### config.mk
export PLATFORM = sky130hd
export DESIGN_NAME = burst_dim_ctrl
export DESIGN_NICKNAME = d
export VERILOG_FILES = /design/src/rtl/bdc_pkg.sv /design/src/rtl/bdc_ramp_gen.sv /design/src/rtl/bdc_level_hold.sv /design/src/rtl/bdc_gate_mux.sv /design/src/rtl/bdc_ss_limit.sv /design/src/rtl/burst_dim_ctrl.sv
export SDC_FILE = /design/constraint.sdc
export NUM_CORES = 1
export LEC_CHECK = 0
export ABC_AREA = 1
export BUFFER_PORTS_ARGS = -buffer_cell sky130_fd_sc_hd__buf_2
export CAP_MARGIN = 20
export CORE_MARGIN = 10
export CORE_UTILIZATION = 40
export CTS_CLUSTER_SIZE = 20
export DETAILED_ROUTE_END_ITERATION = 7
export PLACE_DENSITY = 0.61
export SLEW_MARGIN = 10
export SYNTH_ARGS = -nofsm -noshare
export SYNTH_HDL_FRONTEND = slang
export SYNTH_SLANG_ARGS = --single-unit
### constraint.sdc
create_clock -name clk -period 15.8 [get_ports clk]
set_input_delay 0.79 -clock clk [delete_from_list [all_inputs] [get_ports clk]]
set_output_delay 0.79 -clock clk [all_outputs]
set_load 0.01 [all_outputs]
### src/rtl/bdc_pkg.sv
package bdc_pkg;

    // Which source drives the burst gate this cycle
    typedef enum logic [1:0] {
        SRC_OFF   = 2'd0,
        SRC_FORCE = 2'd1,
        SRC_EXT   = 2'd2,
        SRC_RAMP  = 2'd3
    } gate_src_e;

    // Phase counter events
    typedef struct packed {
        logic step;
        logic wrap;
    } ramp_evt_t;

    // Priority: idle, then open-load override, then external, then ramp
    function automatic gate_src_e pick_src(input logic run, input logic force_on,
                                           input logic ext);
        if (!run)     return SRC_OFF;
        if (force_on) return SRC_FORCE;
        if (ext)      return SRC_EXT;
        return SRC_RAMP;
    endfunction

    // Linear ceiling between lo and hi across span phase steps
    function automatic int unsigned ss_interp(input int unsigned pos,
                                              input int unsigned span,
                                              input int unsigned lo,
                                              input int unsigned hi);
        return lo + ((hi - lo) * pos) / span;
    endfunction

endpackage

### src/rtl/bdc_ramp_gen.sv
module bdc_ramp_gen
    import bdc_pkg::*;
#(
    parameter int RAMP_W   = 8,
    parameter int PRESCALE = 64
) (
    input  logic              clk,
    input  logic              rst,
    input  logic              run_en,
    output logic [RAMP_W-1:0] ramp,
    output ramp_evt_t         evt
);
    localparam int PRE_W = (PRESCALE > 1) ? $clog2(PRESCALE) : 1;
    localparam logic [PRE_W-1:0]  PRE_LAST = PRE_W'(PRESCALE - 1);
    localparam logic [RAMP_W-1:0] RAMP_TOP = '1;

    logic [PRE_W-1:0] pre_q;

    always_comb begin
        evt.step = run_en && (pre_q == PRE_LAST);
        evt.wrap = evt.step && (ramp == RAMP_TOP);
    end

    always_ff @(posedge clk) begin
        if (rst || !run_en) begin
            pre_q <= '0;
            ramp  <= '0;
        end else if (evt.step) begin
            pre_q <= '0;
            ramp  <= ramp + 1'b1;
        end else begin
            pre_q <= pre_q + 1'b1;
        end
    end


    restart_zero_chk: assert property (@(posedge clk) disable iff (rst)
        !run_en |=> (ramp == '0));


    ramp_step_chk: assert property (@(posedge clk) disable iff (rst)
        (evt.step && !evt.wrap) |=> (ramp == RAMP_W'($past(ramp) + 1'b1)));


    ramp_wrap_chk: assert property (@(posedge clk) disable iff (rst)
        evt.wrap |=> (ramp == '0));


    ramp_hold_chk: assert property (@(posedge clk) disable iff (rst)
        (run_en && !evt.step) |=> $stable(ramp));

endmodule

### src/rtl/bdc_level_hold.sv
module bdc_level_hold
    import bdc_pkg::*;
#(
    parameter int RAMP_W = 8
) (
    input  logic              clk,
    input  logic              rst,
    input  logic              run_en,
    input  ramp_evt_t         evt,
    input  logic [RAMP_W-1:0] dim_level,
    output logic [RAMP_W-1:0] dim_q
);
    always_ff @(posedge clk) begin
        if (rst)
            dim_q <= '0;
        else if (!run_en || evt.wrap)
            dim_q <= dim_level;
    end


    level_hold_chk: assert property (@(posedge clk) disable iff (rst)
        (run_en && !evt.wrap) |=> $stable(dim_q));

endmodule

### src/rtl/bdc_gate_mux.sv
module bdc_gate_mux
    import bdc_pkg::*;
#(
    parameter int RAMP_W = 8
) (
    input  logic              clk,
    input  logic              rst,
    input  logic              run_en,
    input  logic              force_on,
    input  logic              ext_mode,
    input  logic              ext_pwm,
    input  logic [RAMP_W-1:0] ramp,
    input  logic [RAMP_W-1:0] dim_q,
    output gate_src_e         src,
    output logic              gate
);
    localparam logic [RAMP_W-1:0] LVL_FULL = '1;

    always_comb begin
        src = pick_src(run_en, force_on, ext_mode);
        unique case (src)
            SRC_OFF:   gate = 1'b0;
            SRC_FORCE: gate = 1'b1;
            SRC_EXT:   gate = ext_pwm;
            default:   gate = (dim_q == LVL_FULL) || (ramp < dim_q);
        endcase
    end


    force_on_chk: assert property (@(posedge clk) disable iff (rst)
        (run_en && force_on) |-> gate);


    zero_level_chk: assert property (@(posedge clk) disable iff (rst)
        (src == SRC_RAMP && dim_q == '0) |-> !gate);

endmodule

### src/rtl/bdc_ss_limit.sv
module bdc_ss_limit
    import bdc_pkg::*;
#(
    parameter int RAMP_W   = 8,
    parameter int DUTY_W   = 8,
    parameter int DUTY_MIN = 26,
    parameter int DUTY_MAX = 118,
    parameter int SS_END   = 49,
    parameter int SS_OFF   = 246
) (
    input  logic              clk,
    input  logic              rst,
    input  gate_src_e         src,
    input  logic [RAMP_W-1:0] ramp,
    input  logic [RAMP_W-1:0] dim_q,
    output logic [DUTY_W-1:0] duty
);
    localparam logic [RAMP_W-1:0] SS_END_R = RAMP_W'(SS_END);
    localparam logic [RAMP_W-1:0] SS_OFF_R = RAMP_W'(SS_OFF);
    localparam logic [DUTY_W-1:0] DMIN_D   = DUTY_W'(DUTY_MIN);
    localparam logic [DUTY_W-1:0] DMAX_D   = DUTY_W'(DUTY_MAX);

    logic              ss_on;
    logic [DUTY_W-1:0] ramp_duty;

    always_comb begin
        ss_on     = (src == SRC_RAMP) && (dim_q < SS_OFF_R) && (ramp < SS_END_R);
        ramp_duty = DUTY_W'(ss_interp(32'(ramp), SS_END, DUTY_MIN, DUTY_MAX));
        if (src == SRC_OFF)
            duty = '0;
        else if (ss_on)
            duty = ramp_duty;
        else
            duty = DMAX_D;
    end


    duty_range_chk: assert property (@(posedge clk) disable iff (rst)
        (src != SRC_OFF) |-> (duty >= DMIN_D && duty <= DMAX_D));


    ss_done_chk: assert property (@(posedge clk) disable iff (rst)
        (src != SRC_OFF && ramp >= SS_END_R) |-> (duty == DMAX_D));


    ss_start_chk: assert property (@(posedge clk) disable iff (rst)
        (src == SRC_RAMP && dim_q < SS_OFF_R && ramp == '0) |-> (duty == DMIN_D));

endmodule

### src/rtl/burst_dim_ctrl.sv
module burst_dim_ctrl
    import bdc_pkg::*;
#(
    parameter int RAMP_W   = 8,
    parameter int PRESCALE = 64,
    parameter int DUTY_W   = 8,
    parameter int DUTY_MIN = 26,
    parameter int DUTY_MAX = 118,
    parameter int SS_END   = 49,
    parameter int SS_OFF   = 246
) (
    input  logic              clk,
    input  logic              rst,
    input  logic              run_en,
    input  logic              ext_mode,
    input  logic              ext_pwm_in,
    input  logic [RAMP_W-1:0] dim_level,
    input  logic              open_load,
    output logic              burst_on,
    output logic [DUTY_W-1:0] duty_limit
);
    logic [RAMP_W-1:0] ramp;
    logic [RAMP_W-1:0] dim_q;
    ramp_evt_t         evt;
    gate_src_e         src;

    bdc_ramp_gen #(.RAMP_W(RAMP_W), .PRESCALE(PRESCALE)) u_ramp (
        .clk(clk), .rst(rst), .run_en(run_en), .ramp(ramp), .evt(evt)
    );

    bdc_level_hold #(.RAMP_W(RAMP_W)) u_hold (
        .clk(clk), .rst(rst), .run_en(run_en), .evt(evt),
        .dim_level(dim_level), .dim_q(dim_q)
    );

    bdc_gate_mux #(.RAMP_W(RAMP_W)) u_gate (
        .clk(clk), .rst(rst), .run_en(run_en), .force_on(open_load),
        .ext_mode(ext_mode), .ext_pwm(ext_pwm_in), .ramp(ramp),
        .dim_q(dim_q), .src(src), .gate(burst_on)
    );

    bdc_ss_limit #(
        .RAMP_W(RAMP_W), .DUTY_W(DUTY_W), .DUTY_MIN(DUTY_MIN),
        .DUTY_MAX(DUTY_MAX), .SS_END(SS_END), .SS_OFF(SS_OFF)
    ) u_ss (
        .clk(clk), .rst(rst), .src(src), .ramp(ramp), .dim_q(dim_q),
        .duty(duty_limit)
    );


    idle_out_chk: assert property (@(posedge clk) disable iff (rst)
        !run_en |-> (!burst_on && duty_limit == '0));


    ext_follow_chk: assert property (@(posedge clk) disable iff (rst)
        (run_en && ext_mode && !open_load) |-> (burst_on == ext_pwm_in));

endmodule

* After elaboration in Yosys (flattened, before gate mapping)
Index checks and enable logic that the tools add are counted.
** Storage, ports and cells
- Bits in writable memories :: 0
- Latch bits :: 0
- Memory bits (read-only) :: 0
- Bits in registers :: 22
- Memories kept :: 0
** Operators by class
- Magnitude comparators :: 3
- Multiplexer cells :: 14
- Add/subtract/negate cells :: 3
- Bitwise operators :: 0
- Shift operators :: 0
- Eq/ne operators :: 6
- Div/mod/pow operators :: 1
- Reductions and logical operators :: 10
- Multipliers :: 1
** Operators by type and width (count)
- $div A15 B6 Y32 const B :: 1
- $eq A8 B8 Y1 const B :: 2
- $mux W8 :: 2
- $mul A5 B8 Y13 const A :: 1
- $mux W2 :: 6
- $add A5 B8 Y8 const A :: 1
- $add A8 B1 Y8 const B :: 1
- $lt A8 B6 Y1 const B :: 1
- $lt A8 B8 Y1 :: 1
- $lt A8 B8 Y1 const B :: 1
- $add A6 B1 Y6 const B :: 1
- $eq A6 B6 Y1 const B :: 1
- $mux W1 :: 5
- $eq A2 B2 Y1 const B :: 2
- $logic_and A1 B1 Y1 :: 4
- $logic_or A1 B1 Y1 :: 3
- $pmux W1 S3 :: 1
- $eq A2 B1 Y1 const B :: 1
- $logic_not A2 Y1 :: 1
- $reduce_or A2 Y1 :: 1
- $logic_not A1 Y1 :: 1

* Logic depth before layout (Yosys ltp)
- Word-level depth :: 12
- Depth in mapped cells :: 84

* By module
From an unflattened synthesis, not the netlist that was laid out.
** Unflattened totals
- Cell total of the unflattened synthesis :: 1103
- Area total of the unflattened synthesis :: 6692.7 µm²
** Modules (own cells, without submodules)
- bdc_ss_limit :: cells an instance 918, instances 1, sequential area each 0.0 µm², area an instance 5431.5 µm²
- bdc_ramp_gen :: cells an instance 85, instances 1, sequential area each 280.3 µm², area an instance 649.4 µm²
- bdc_level_hold :: cells an instance 53, instances 1, sequential area each 160.2 µm², area an instance 354.1 µm²
- bdc_gate_mux :: cells an instance 47, instances 1, sequential area each 0.0 µm², area an instance 257.7 µm²

* Worst setup path before layout
No wires, ideal clock.
- Path type :: register to output
- Start point :: register u_ramp.ramp[5]
- End point :: output port duty_limit[7]
- Data required time :: 15.010 ns
- Path buffers :: 5
- Arrival time :: 9.592 ns
- Setup slack :: 5.418 ns
- Cell stages (with the launch flop) :: 75
- Path through :: dfxtp_1 ha_1 fa_1 inv_1 fa_1 inv_1 ha_1 nand2_1 inv_1 a21oi_1 nand3_1 nand2_1 nand3_2 inv_1 a21oi_1 ha_1 or2_1 nand2_1 [... 39 more ...] ha_1 nand3_1 nand2_1 nand2_4 nand2_4 buf_6 inv_2 nand2_2 nand3_2 nor2_4 nand3_4 buf_6 ha_1 nor2_1 nand2_1 nand3_1 o21ai_0 a21oi_1
** On the way
- Longest elaborated chain between the ends :: 5
- Elaborated cells between the ends (all ways) :: 7
- Those cells by class :: 1 x add/sub; 1 x mul; 1 x div; 1 x order compare; 2 x mux; 1 x reduce/logical
** RTL lines
- start, declared :: RTL line bdc_ramp_gen.sv:10 : output logic [RAMP_W-1:0] ramp,
- start signal, assigned :: RTL line bdc_ramp_gen.sv:30 : ramp <= ramp + 1'b1;
- $mul A5 B8 Y13 :: RTL line bdc_pkg.sv:31 : return lo + ((hi - lo) * pos) / span;
- $div A15 B6 Y32 :: RTL line bdc_pkg.sv:31
- $add A5 B8 Y8 :: RTL line bdc_pkg.sv:31
- $mux W8 (*) :: RTL line bdc_ss_limit.sv:31 : else if (ss_on)
- $mux W8 (*) :: RTL line bdc_ss_limit.sv:29 : if (src == SRC_OFF)
- end, declared :: RTL line burst_dim_ctrl.sv:20 : output logic [DUTY_W-1:0] duty_limit
Mark *: on every way between the ends. The rest lies on a longest branch, timed or not.

* Worst setup path in the final report
- Start point :: register u_ramp.ramp[5]
- End point :: output port duty_limit[5]
The elaborated chain is that of the path after synthesis.

==> results.ini <==
[clock_tree]
post-cts-setup-buffer-count=0
cts_tree=built
numCtsBuffers=3
clk_pin_slew_worst_paths_ps=60
clock-sinks=22
htree_num_levels=1
clockRootBuffer=clkbuf_16
hold_buffers=0
clk_path_buf_depth=2
cts-resized-gates=0
clk_latency_ps=250

[finish]
fillers=1656
final_cell_mix=nand2_1, inv_1, nand3_1
fin_nets=1139
final_layout_size_suffix_gt1_share_pct=16.62
syn_to_final_growth_pct=6.055
final_util_pct=43.63
fin_cells=1282
multiInputGateArea_um2=5161
regArea_um2=440.4
n_antenna_cell=0
fin_area_um2=6706
layout_commonest_cell=nand2_1

[place]
postPlaceCellArea_um2=6618
portBuffers=22
dp_hpwl_um=13320
place_congestion=0.8981
place_ws_ps=3533
dp_cells=1278

[route]
drc_errors=0
vias=6370
antenna_left=0
vias_per_cell=4.969
wirelength_um=15550
drt-initial-drc-count=373
wire_per_inst_um=12.13
drt_pass1_iterations=5

[grt]
antenna_found_initial=0
grt_max_degree=19
first_global_vias=5708
track_usage_pct=14.04
grt_pass1_wl_um=26570
grt_overflow_total=0

[sta]
worstMarginPinSlew_ps=956.5
fmax_mhz=79.53
fin_ws_ps=3226
setup_violations=0
drv_slew=0
max-slew-margin-rel_pct=36.24
period_needed_ps=12570
hold_viol=0
rsz0062_at_grt=no
period_share_pct=79.58
hold_ws_ps=464.5
setup_tns_ps=0
fin_worst_skew_ps=1.895

[power_and_ir_drop]
power_per_cell_area_nw_per_um2=19.04
power.leakage_nw=3.948
peakVddDrop_v=0.00004333
p_total_mw=0.1277

[logic_synthesis]
synth_area_um2=6324
synth.distinct_cells=48
synth_edf_count=0
ys_seq_area_share_pct=6.965
async_reset_ff_share_pct=0
synthFlopType=dfxtp_1
yosys.area.top_type=nand2_1
yosys.area.top_type_share_pct=18.52
ys_ff_latch=22
yosys_warnings=0
synth_area_leaders=nand2_1, ha_1, inv_1
syn_nets=1121
synth_area_per_cell_um2=6.000
synthCells=1054

[worst_setup_path]
path_buf_inv=9
critical_path_required_ps=15010
startpoint_type=flop
end_kind=output port
crit_type=reg2out
cp_max_fo=18
crit_cells=74
cp_slowest_cell=dfxtp_1
reg2reg_depth=14
crit_path_frequent_cell=nand2_1
path_delay_family=simple AND/OR/NAND/NOR gates
crit_arrival_ps=11780
cp_slowest_stage_delay_ps=550

[floorplan]
dieArea_um2=21240
pin_count=23
rows=45
core_um2=15370
die_y_um=145.7
initial_core_util_pct=41.14
die_w_um=145.7

[run_status]
status=complete, no violations

[flow_run]
drv_cap=0

[min_path]
min_path_cells=2
hold_path.class=reg2reg

synthesized netlist by cell type, types with 2 or more instances:
| cell | count |
|---|---|
| a21boi_0 | 2 |
| a21oi_1 | 41 |
| a21oi_2 | 2 |
| a31oi_1 | 2 |
| and3_1 | 3 |
| buf_6 | 6 |
| clkinv_1 | 5 |
| dfxtp_1 | 22 |
| fa_1 | 10 |
| ha_1 | 43 |
| inv_1 | 142 |
| inv_2 | 21 |
| nand2_1 | 312 |
| nand2_2 | 40 |
| nand2_4 | 14 |
| nand3_1 | 102 |
| nand3_2 | 15 |
| nand3_4 | 8 |
| nand3b_1 | 7 |
| nand4_1 | 38 |
| nand4_2 | 2 |
| nand4_4 | 3 |
| nor2_1 | 70 |
| nor2_2 | 15 |
| nor2_4 | 16 |
| nor2_8 | 8 |
| nor3_1 | 12 |
| nor4_1 | 2 |
| o21a_1 | 3 |
| o21ai_0 | 31 |
| o21ai_1 | 2 |
| o21ai_2 | 3 |
| o21bai_2 | 2 |
| or2_1 | 3 |
| xnor2_1 | 6 |
| xor2_1 | 29 |
where the power goes:
| part | switching (mW) | leakage (nW) | internal (mW) |
|---|---|---|---|
| sequential | 0.000753 | 0.180 | 0.0572 |
| clock | 0.0192 | 0.0442 | 0.0386 |
| combinational | 0.00728 | 3.72 | 0.00472 |
| total | 0.0272 | 3.95 | 0.100 |
worst paths after layout:
check	startpoint	end	slack, ps
worst min register to register	u_hold.dim_q[0]	u_hold.dim_q[0]	460
worst max-delay path	u_ramp.ramp[5]	duty_limit[5]	3230
worst max register to register	u_ramp.pre_q[0]	u_hold.dim_q[2]	13240
worst min-delay path	u_hold.dim_q[0]	u_hold.dim_q[0]	460
tightest hold or removal path: cells and delay by family, from the launching register on:
family                 cells  cell delay [ps]
DFF                        1              320
buffers and inverters      1               50
AOI/OAI and AO/OA          1               50
routing by layer:
layer / track usage, % / part of all wire [%] / vias to the layer above / wire length [µm]
li1: - / - / 3443 / -
met1: 19.30 / 50 / 2812 / 7720
met2: 23.93 / 47 / 107 / 7295
met3: 1.056 / 2.7 / 8 / 421
met4: 1.567 / 0.74 / 0 / 115
met5: 0 / 0 / - / 0
cell families (layout without fill, tap and decap cells):
kind of cell / count (synthesis) / after routing / synth area share [%]
simple gates: 671 / 671 / 56.51
buf+inv: 179 / 196 / 11.42
compound gates: 94 / 94 / 8.588
fa+ha+maj: 53 / 53 / 11.67
xor+xnor: 35 / 35 / 4.848
flops: 22 / 22 / 6.965
final cells by class:
class / count / share of cell area, %
Clock buffer: 4 / 1.325
Inverter: 170 / 9.571
Multi-Input combinational cell: 853 / 76.96
Sequential cell: 22 / 6.567
Tap cell: 211 / 3.937
Timing Repair Buffer: 22 / 1.642
sequential cells by signal, summed over array words and instances (netlist names):
| register | flops |
|---|---|
| u_ramp.ramp | 8 |
| u_ramp.pre_q | 6 |
| u_hold.dim_q | 8 |
Note: power is estimated with default switching activity, not from simulation.
